### config.mk
export PLATFORM = sky130hd
export DESIGN_NAME = dma_chain_loader
export DESIGN_NICKNAME = d
export VERILOG_FILES = /design/src/rtl/dmac_pkg.sv /design/src/rtl/dmac_seq.sv /design/src/rtl/dmac_tcb_regs.sv /design/src/rtl/dma_chain_loader.sv
export SDC_FILE = /design/constraint.sdc
export NUM_CORES = 1
export LEC_CHECK = 0
export BUFFER_PORTS_ARGS = -buffer_cell sky130_fd_sc_hd__clkbuf_2
export CAP_MARGIN = 20
export CORE_MARGIN = 1.5
export CORE_UTILIZATION = 57
export CTS_BUF_LIST = sky130_fd_sc_hd__clkbuf_2
export DETAILED_ROUTE_END_ITERATION = 6
export HOLD_SLACK_MARGIN = 0.03
export PLACE_DENSITY = 0.94
export RECOVER_POWER = 100
export SYNTH_ARGS = -nofsm -noshare
export SYNTH_HDL_FRONTEND = slang
export SYNTH_HIERARCHICAL = 1
export SYNTH_SLANG_ARGS = --single-unit
### constraint.sdc
create_clock -name clk -period 4.4 [get_ports clk]
set_clock_uncertainty 0.05 [all_clocks]
set_input_delay 0.22 -clock clk [delete_from_list [all_inputs] [get_ports clk]]
set_output_delay 0.22 -clock clk [all_outputs]
set_load 0.01 [all_outputs]
### src/rtl/dmac_pkg.sv
package dmac_pkg;
  typedef enum logic [2:0] {
    ST_IDLE  = 3'd0,
    ST_FETCH = 3'd1,
    ST_XFER  = 3'd2,
    ST_DONE  = 3'd3,
    ST_NEXT  = 3'd4
  } dmac_state_e;

  localparam int unsigned SLOT_W = 3;
  // fetch slot k reads (pointer - k)
  localparam logic [SLOT_W-1:0] SLOT_II  = 3'd0;
  localparam logic [SLOT_W-1:0] SLOT_IM  = 3'd1;
  localparam logic [SLOT_W-1:0] SLOT_CNT = 3'd2;
  localparam logic [SLOT_W-1:0] SLOT_EI  = 3'd3;
  localparam logic [SLOT_W-1:0] SLOT_EM  = 3'd4;
  localparam logic [SLOT_W-1:0] SLOT_CP  = 3'd5;
endpackage

### src/rtl/dmac_seq.sv
module dmac_seq
  import dmac_pkg::*;
(
  input  logic                clk,
  input  logic                rst_n,
  input  logic                ctl_en,
  input  logic                start_req,
  input  logic                fetch_ack,
  input  logic                cnt_zero,
  input  logic                next_valid,
  output dmac_state_e         state,
  output logic [SLOT_W-1:0]   slot
);
  dmac_state_e         state_q, state_d;
  logic [SLOT_W-1:0]   slot_q, slot_d;
  logic                slot_en;

  always_comb begin
    state_d = state_q;
    unique case (state_q)
      ST_IDLE:  if (start_req) state_d = ST_FETCH;
      ST_FETCH: if (fetch_ack && (slot_q == SLOT_CP)) state_d = ST_XFER;
      ST_XFER:  if (cnt_zero) state_d = ST_DONE;
      ST_DONE:  state_d = ST_NEXT;
      ST_NEXT:  state_d = next_valid ? ST_FETCH : ST_IDLE;
      default:  state_d = ST_IDLE;
    endcase
    if (!ctl_en) state_d = ST_IDLE;
  end

  always_comb begin
    slot_en = 1'b0;
    slot_d  = slot_q;
    if (state_q != ST_FETCH) begin
      slot_en = (slot_q != '0);
      slot_d  = '0;
    end else if (fetch_ack) begin
      slot_en = 1'b1;
      slot_d  = slot_q + 1'b1;
    end
  end

  always_ff @(posedge clk or negedge rst_n) begin
    if (!rst_n) begin
      state_q <= ST_IDLE;
      slot_q  <= '0;
    end else begin
      state_q <= state_d;
      if (slot_en) slot_q <= slot_d;
    end
  end

  assign state = state_q;
  assign slot  = slot_q;
endmodule

### src/rtl/dmac_tcb_regs.sv
module dmac_tcb_regs
  import dmac_pkg::*;
#(
  parameter int unsigned ADDR_W = 19,
  parameter int unsigned DATA_W = 32,
  parameter int unsigned CNT_W  = 16
)(
  input  logic                clk,
  input  logic                rst_n,
  input  logic                load_en,
  input  logic [SLOT_W-1:0]   slot,
  input  logic [DATA_W-1:0]   word,
  input  logic                step,
  output logic [ADDR_W-1:0]   ii,
  output logic [ADDR_W-1:0]   ei,
  output logic                cnt_zero,
  output logic [ADDR_W+1:0]   cp_next
);
  logic [ADDR_W-1:0] ii_q, ii_d, im_q, im_d, ei_q, ei_d, em_q, em_d;
  logic [CNT_W-1:0]  cnt_q, cnt_d;
  logic [ADDR_W+1:0] cp_q, cp_d;
  logic              reg_en;

  always_comb begin
    ii_d  = ii_q;
    im_d  = im_q;
    ei_d  = ei_q;
    em_d  = em_q;
    cnt_d = cnt_q;
    cp_d  = cp_q;
    if (load_en) begin
      unique case (slot)
        SLOT_II:  ii_d  = word[ADDR_W-1:0];
        SLOT_IM:  im_d  = word[ADDR_W-1:0];
        SLOT_CNT: cnt_d = word[CNT_W-1:0];
        SLOT_EI:  ei_d  = word[ADDR_W-1:0];
        SLOT_EM:  em_d  = word[ADDR_W-1:0];
        SLOT_CP:  cp_d  = word[ADDR_W+1:0];
        default:  ;
      endcase
    end else if (step) begin
      ii_d  = ii_q + im_q;
      ei_d  = ei_q + em_q;
      cnt_d = cnt_q - 1'b1;
    end
  end

  assign reg_en = load_en | step;

  always_ff @(posedge clk or negedge rst_n) begin
    if (!rst_n) begin
      ii_q  <= '0;
      im_q  <= '0;
      ei_q  <= '0;
      em_q  <= '0;
      cnt_q <= '0;
      cp_q  <= '0;
    end else if (reg_en) begin
      ii_q  <= ii_d;
      im_q  <= im_d;
      ei_q  <= ei_d;
      em_q  <= em_d;
      cnt_q <= cnt_d;
      cp_q  <= cp_d;
    end
  end

  assign ii       = ii_q;
  assign ei       = ei_q;
  assign cnt_zero = (cnt_q == '0);
  assign cp_next  = cp_q;
endmodule

### src/rtl/dma_chain_loader.sv
module dma_chain_loader
  import dmac_pkg::*;
#(
  parameter int unsigned ADDR_W = 19,
  parameter int unsigned DATA_W = 32,
  parameter int unsigned CNT_W  = 16
)(
  input  logic                clk,
  input  logic                rst_n,
  input  logic                ctl_en,
  input  logic                ctl_chain,
  input  logic                ptr_wr,
  input  logic [ADDR_W+1:0]   ptr_wdata,
  output logic                busy,
  output logic                irq,
  output logic                mem_req,
  output logic                mem_we,
  output logic [ADDR_W-1:0]   mem_addr,
  output logic [DATA_W-1:0]   mem_wdata,
  input  logic                mem_ack,
  input  logic [DATA_W-1:0]   mem_rdata,
  output logic [ADDR_W-1:0]   xfer_ext_addr,
  input  logic [DATA_W-1:0]   xfer_in_data,
  output logic                xfer_out_valid,
  output logic [DATA_W-1:0]   xfer_out_data
);
  localparam int unsigned PTR_W   = ADDR_W + 2;
  localparam int unsigned IRQ_BIT = ADDR_W;
  localparam int unsigned DIR_BIT = ADDR_W + 1;

  dmac_state_e         state;
  logic [SLOT_W-1:0]   slot;
  logic [PTR_W-1:0]    ptr_q, ptr_d;
  logic                ptr_en;
  logic                start_req, fetch_ack, step, cnt_zero, next_valid;
  logic                in_fetch, in_xfer;
  logic [ADDR_W-1:0]   ii, ei, fetch_addr;
  logic [PTR_W-1:0]    cp_next;

  assign in_fetch   = (state == ST_FETCH);
  assign in_xfer    = (state == ST_XFER);
  assign start_req  = ctl_en & ctl_chain & ptr_wr & (ptr_wdata[ADDR_W-1:0] != '0);
  assign next_valid = (cp_next[ADDR_W-1:0] != '0);

  assign mem_req   = ctl_en & (in_fetch | (in_xfer & ~cnt_zero));
  assign fetch_ack = mem_req & mem_ack & in_fetch;
  assign step      = mem_req & mem_ack & in_xfer;

  assign fetch_addr = ptr_q[ADDR_W-1:0] - {{(ADDR_W-SLOT_W){1'b0}}, slot};
  assign mem_addr   = in_fetch ? fetch_addr : ii;
  assign mem_we     = in_xfer & ~ptr_q[DIR_BIT];
  assign mem_wdata  = xfer_in_data;

  assign xfer_ext_addr  = ei;
  assign xfer_out_valid = step & ptr_q[DIR_BIT];
  assign xfer_out_data  = mem_rdata;

  assign irq  = (state == ST_DONE) & ptr_q[IRQ_BIT];
  assign busy = (state != ST_IDLE);

  always_comb begin
    ptr_en = 1'b0;
    ptr_d  = ptr_q;
    if ((state == ST_IDLE) && start_req) begin
      ptr_en = 1'b1;
      ptr_d  = ptr_wdata;
    end else if (state == ST_NEXT) begin
      ptr_en = 1'b1;
      ptr_d  = cp_next;
    end
  end

  always_ff @(posedge clk or negedge rst_n) begin
    if (!rst_n)      ptr_q <= '0;
    else if (ptr_en) ptr_q <= ptr_d;
  end

  dmac_seq u_seq (
    .clk        (clk),
    .rst_n      (rst_n),
    .ctl_en     (ctl_en),
    .start_req  (start_req),
    .fetch_ack  (fetch_ack),
    .cnt_zero   (cnt_zero),
    .next_valid (next_valid),
    .state      (state),
    .slot       (slot)
  );

  dmac_tcb_regs #(
    .ADDR_W (ADDR_W),
    .DATA_W (DATA_W),
    .CNT_W  (CNT_W)
  ) u_regs (
    .clk      (clk),
    .rst_n    (rst_n),
    .load_en  (fetch_ack),
    .slot     (slot),
    .word     (mem_rdata),
    .step     (step),
    .ii       (ii),
    .ei       (ei),
    .cnt_zero (cnt_zero),
    .cp_next  (cp_next)
  );
endmodule

==> flow_metrics.py <==
metrics = {
    "status": {
        "status": "finished, violations left",
        "violations": "max-capacitance violations, max-slew violations",
    },
    "drt": {
        "drc_errors": 0,
        "wl_per_cell_um": 20.2,
        "first_iter_violations": 1255,
        "routed_via_density": 6.42,
        "dr.pass1.iters": 7,
        "wl_um": 26200,
        "vias": 8318,
        "ant_nets": 0,
    },
    "hold_path": {
        "hold_class": "in2reg",
        "whs_endpoint": "u_regs/cnt_q[4]$_DFFE_PN0P_",
        "min_delay_path_depth": 6,
        "hp-start": "mem_ack",
    },
    "timing": {
        "holdWs_ps": 68.3,
        "fin_crit_ps": 3850,
        "slew_headroom_pct": -74.2,
        "finalSetupViolCount": 0,
        "rsz0062_at_grt": "false",
        "period_share_pct": 87.6,
        "max_freq_mhz": 260,
        "finalHoldViolations": 0,
        "tns_ps": 0,
        "slew_violations": 128,
        "worst_pin_slew_ps": 2610,
    },
    "synth": {
        "synth-seq-cells": 140,
        "yosysSeqAreaShare_pct": 38.3,
        "yosys_most_used_dff": "dfrtp_1",
        "synth_edf_count": 0,
        "synth_nets": 1112,
        "synth_top_cell_by_area": "dfrtp_1",
        "yosys_warnings": 6,
        "synth_top_cell_area_share_pct": 38.3,
        "async_flop_share_pct": 100,
        "synthDistinctLibCells": 79,
        "synth_area_mm2": 0.00914,
        "synthTopCellsByArea": "dfrtp_1, mux2_2, ha_1",
        "syn_inst": 974,
        "synth_area_per_cell_um2": 9.38,
    },
    "cells_and_area": {
        "postLayoutCoreUtil_pct": 63.8,
        "area_growth_pct": 10.1,
        "fin_nets": 1203,
        "finalNonFillerCells": 1295,
        "layout-drive-gt1-share_pct": 15.5,
    },
    "placement": {
        "io_buffer_count": 111,
        "gp_congestion": 0.923,
        "hpwl_um": 18000,
        "dpl.cell_count": 1217,
    },
    "clock_tree": {
        "hold_buffers": 45,
        "cts.sinks": 140,
        "clock_latency_ps": 730,
        "cts_root_buf": "clkbuf_2",
        "clock_path_buffers": 2,
        "post_cts_buffers": 0,
        "cts_tree": "built",
        "post_cts.resized_instances": 0,
        "cts_buffers": 17,
        "clkTransAtPathRegs_ps": 200,
        "htreeDepth": 4,
    },
    "power": {
        "p_leak_uw": 0.00465,
        "peakVddDrop_uv": 205,
        "powerDensity_mw_per_mm2": 296,
    },
    "floorplan": {
        "fp.coreArea_mm2": 0.0158,
        "start_util_pct": 58.0,
        "die-area_mm2": 0.0168,
        "core.rowCount": 46,
        "ioPinCount": 198,
        "die_h_um": 130,
        "die_w_um": 130,
    },
    "setup_path": {
        "r2r-start": "u_seq/state[1]$_DFFE_PN0P_",
        "worst_r2r_endpoint": "u_seq/state[0]$_DFFE_PN0P_",
        "critPathArrivalTime_ps": 4450,
        "worstSetupPathType": "reg2reg",
        "crit_path_max_fanout": 39,
        "end_kind": "register",
        "start_kind": "register",
        "rr_worst_depth": 8,
        "cp.required_ps": 4990,
        "r2r_setup_slack_ps": 550,
    },
    "global_route": {
        "antenna_found_initial": 1,
        "grt_pass1_vias": 7908,
        "grtUsageTotal_pct": 31.5,
        "grt-ovfl-total": 0,
        "grt_start_max_net_pins": 106,
        "grt_pass1_wl_um": 40600,
    },
    "run": {
        "max_cap_violations": 2,
    },
}
metrics by stage:
stage / setup slack [ps] / power (uW) / area, um^2
after floorplan: 1110 / 1910 / 9140
after CTS: 822 / 2970 / 10200
after detailed placement: 1000 / 2100 / 9480
final: 547 / 2980 / 10100
after global placement: 1220 / 2070 / 9480
after global routing: 259 / 3110 / 10100
cells in the final DEF (no fill, tap or decap), types with 5 or more instances in the layout:
| master | Yosys | layout |
|---|---|---|
| inv_1 | 26 | 26 |
| nor2b_1 | 11 | 11 |
| o21ai_1 | 11 | 10 |
| o22ai_1 | 14 | 14 |
| nor2_1 | 76 | 76 |
| or3_1 | 12 | 12 |
| nand2b_1 | 9 | 9 |
| nor4_1 | 7 | 8 |
| a21o_1 | 16 | 16 |
| a31oi_1 | 6 | 6 |
| o31ai_1 | 5 | 5 |
| nor3_1 | 19 | 20 |
| ha_1 | 44 | 44 |
| xor2_1 | 20 | 20 |
| nand2_1 | 84 | 84 |
| o21ai_0 | 45 | 46 |
| xnor2_1 | 23 | 23 |
| clkbuf_2 | 0 | 71 |
| a22oi_1 | 20 | 20 |
| o221ai_1 | 9 | 9 |
| mux2_2 | 58 | 57 |
| a21oi_1 | 83 | 83 |
| o211ai_1 | 10 | 10 |
| buf_4 | 65 | 11 |
| clkbuf_1 | 29 | 66 |
| dfrtp_1 | 140 | 140 |
| a211oi_1 | 7 | 7 |
| mux2i_1 | 12 | 12 |
| o21a_1 | 11 | 11 |
| nand3_1 | 10 | 10 |
| and3_1 | 10 | 10 |
| dlygate4sd3_1 | 0 | 45 |
cell families after synthesis:
| kind of cell | count (synthesis) | synth area share, % |
|---|---|---|
| buffers and inverters | 129 | 8.12 |
| and+or+nand+nor | 277 | 15.5 |
| muxes | 70 | 8.46 |
| DFF | 140 | 38.3 |
| xor gates and xnor gates | 43 | 4.12 |
| adders and majority gates | 47 | 6.68 |
| AOI/OAI and AO/OA | 268 | 18.8 |
worst max-delay path by stage:
stage / start / to / slack, ps / cells after the start
after global placement: u_regs/cnt_q[12]$_DFFE_PN0P_ / u_regs/ei[11]$_DFFE_PN0P_ / 1220 / 16
after floorplan: u_regs/cnt_q[0]$_DFFE_PN0P_ / u_regs/em_q[10]$_DFFE_PN0P_ / 1110 / 16
after CTS: u_seq/slot[0]$_DFFE_PN0P_ / mem_addr[12] / 820 / 9
after global routing: u_seq/state[1]$_DFFE_PN0P_ / u_seq/state[0]$_DFFE_PN0P_ / 260 / 8
final: u_seq/state[1]$_DFFE_PN0P_ / u_seq/state[0]$_DFFE_PN0P_ / 550 / 8
after detailed placement: u_regs/cnt_q[12]$_DFFE_PN0P_ / u_regs/ei[17]$_DFFE_PN0P_ / 1000 / 16
synthesized netlist by cell type (6+ instances only):
cell type,number
or3_1,12
nor2b_1,11
nand2_1,84
a21oi_1,83
a21o_1,16
nor4_1,7
mux2i_1,12
o21a_1,11
o21ai_1,11
mux2_2,58
inv_1,26
xnor2_1,23
dfrtp_1,140
o21ai_0,45
nor2_1,76
o22ai_1,14
a22oi_1,20
o211ai_1,10
a31oi_1,6
nand3_1,10
clkbuf_1,29
ha_1,44
xor2_1,20
nand2b_1,9
o221ai_1,9
buf_4,65
and3_1,10
a211oi_1,7
nor3_1,19
power breakdown:
| part | internal (uW) | switching, uW | leakage (uW) | total, uW |
|---|---|---|---|---|
| registers | 1370 | 104 | 0.00184 | 1470 |
| clock network | 371 | 486 | 0.000155 | 857 |
| logic | 269 | 376 | 0.00266 | 646 |
state kept, by name, indices dropped and copies added (netlist names):
register        cells
u_regs/ii          19
u_regs/ei          19
u_regs/im_q        19
u_regs/cnt_q       16
u_regs/cp_next     21
u_seq/state         3
u_seq/slot          3
u_regs/em_q        19
ptr_q              21
final cells by class:
cell class	count	area, um^2
diodes	1	2.50
clock buffers	19	95.1
clock inverters	13	174
fillers	1204	5710
inverters	27	101
multi-input cells	705	4870
flip-flops and latches	140	3500
well taps	216	270
repair buffers	174	1040
worst max-delay path: stages, from the launching register on:
cell	delay [ps]
dfrtp_1	570
nand2b_1	240
or2_1	660
nor2_1	390
clkbuf_1	780
nand3_1	210
a21oi_1	200
o32ai_1	100
dlygate4sd3_1	570
routing by layer:
layer	routed length (um)	up-vias	global-route usage [%]
li1	-	3644	-
met1	10300	3966	41.9
met2	12100	602	49.0
met3	2830	106	6.94
met4	961	0	15.3
met5	0	-	0
(Power assumes the default switching activity.)
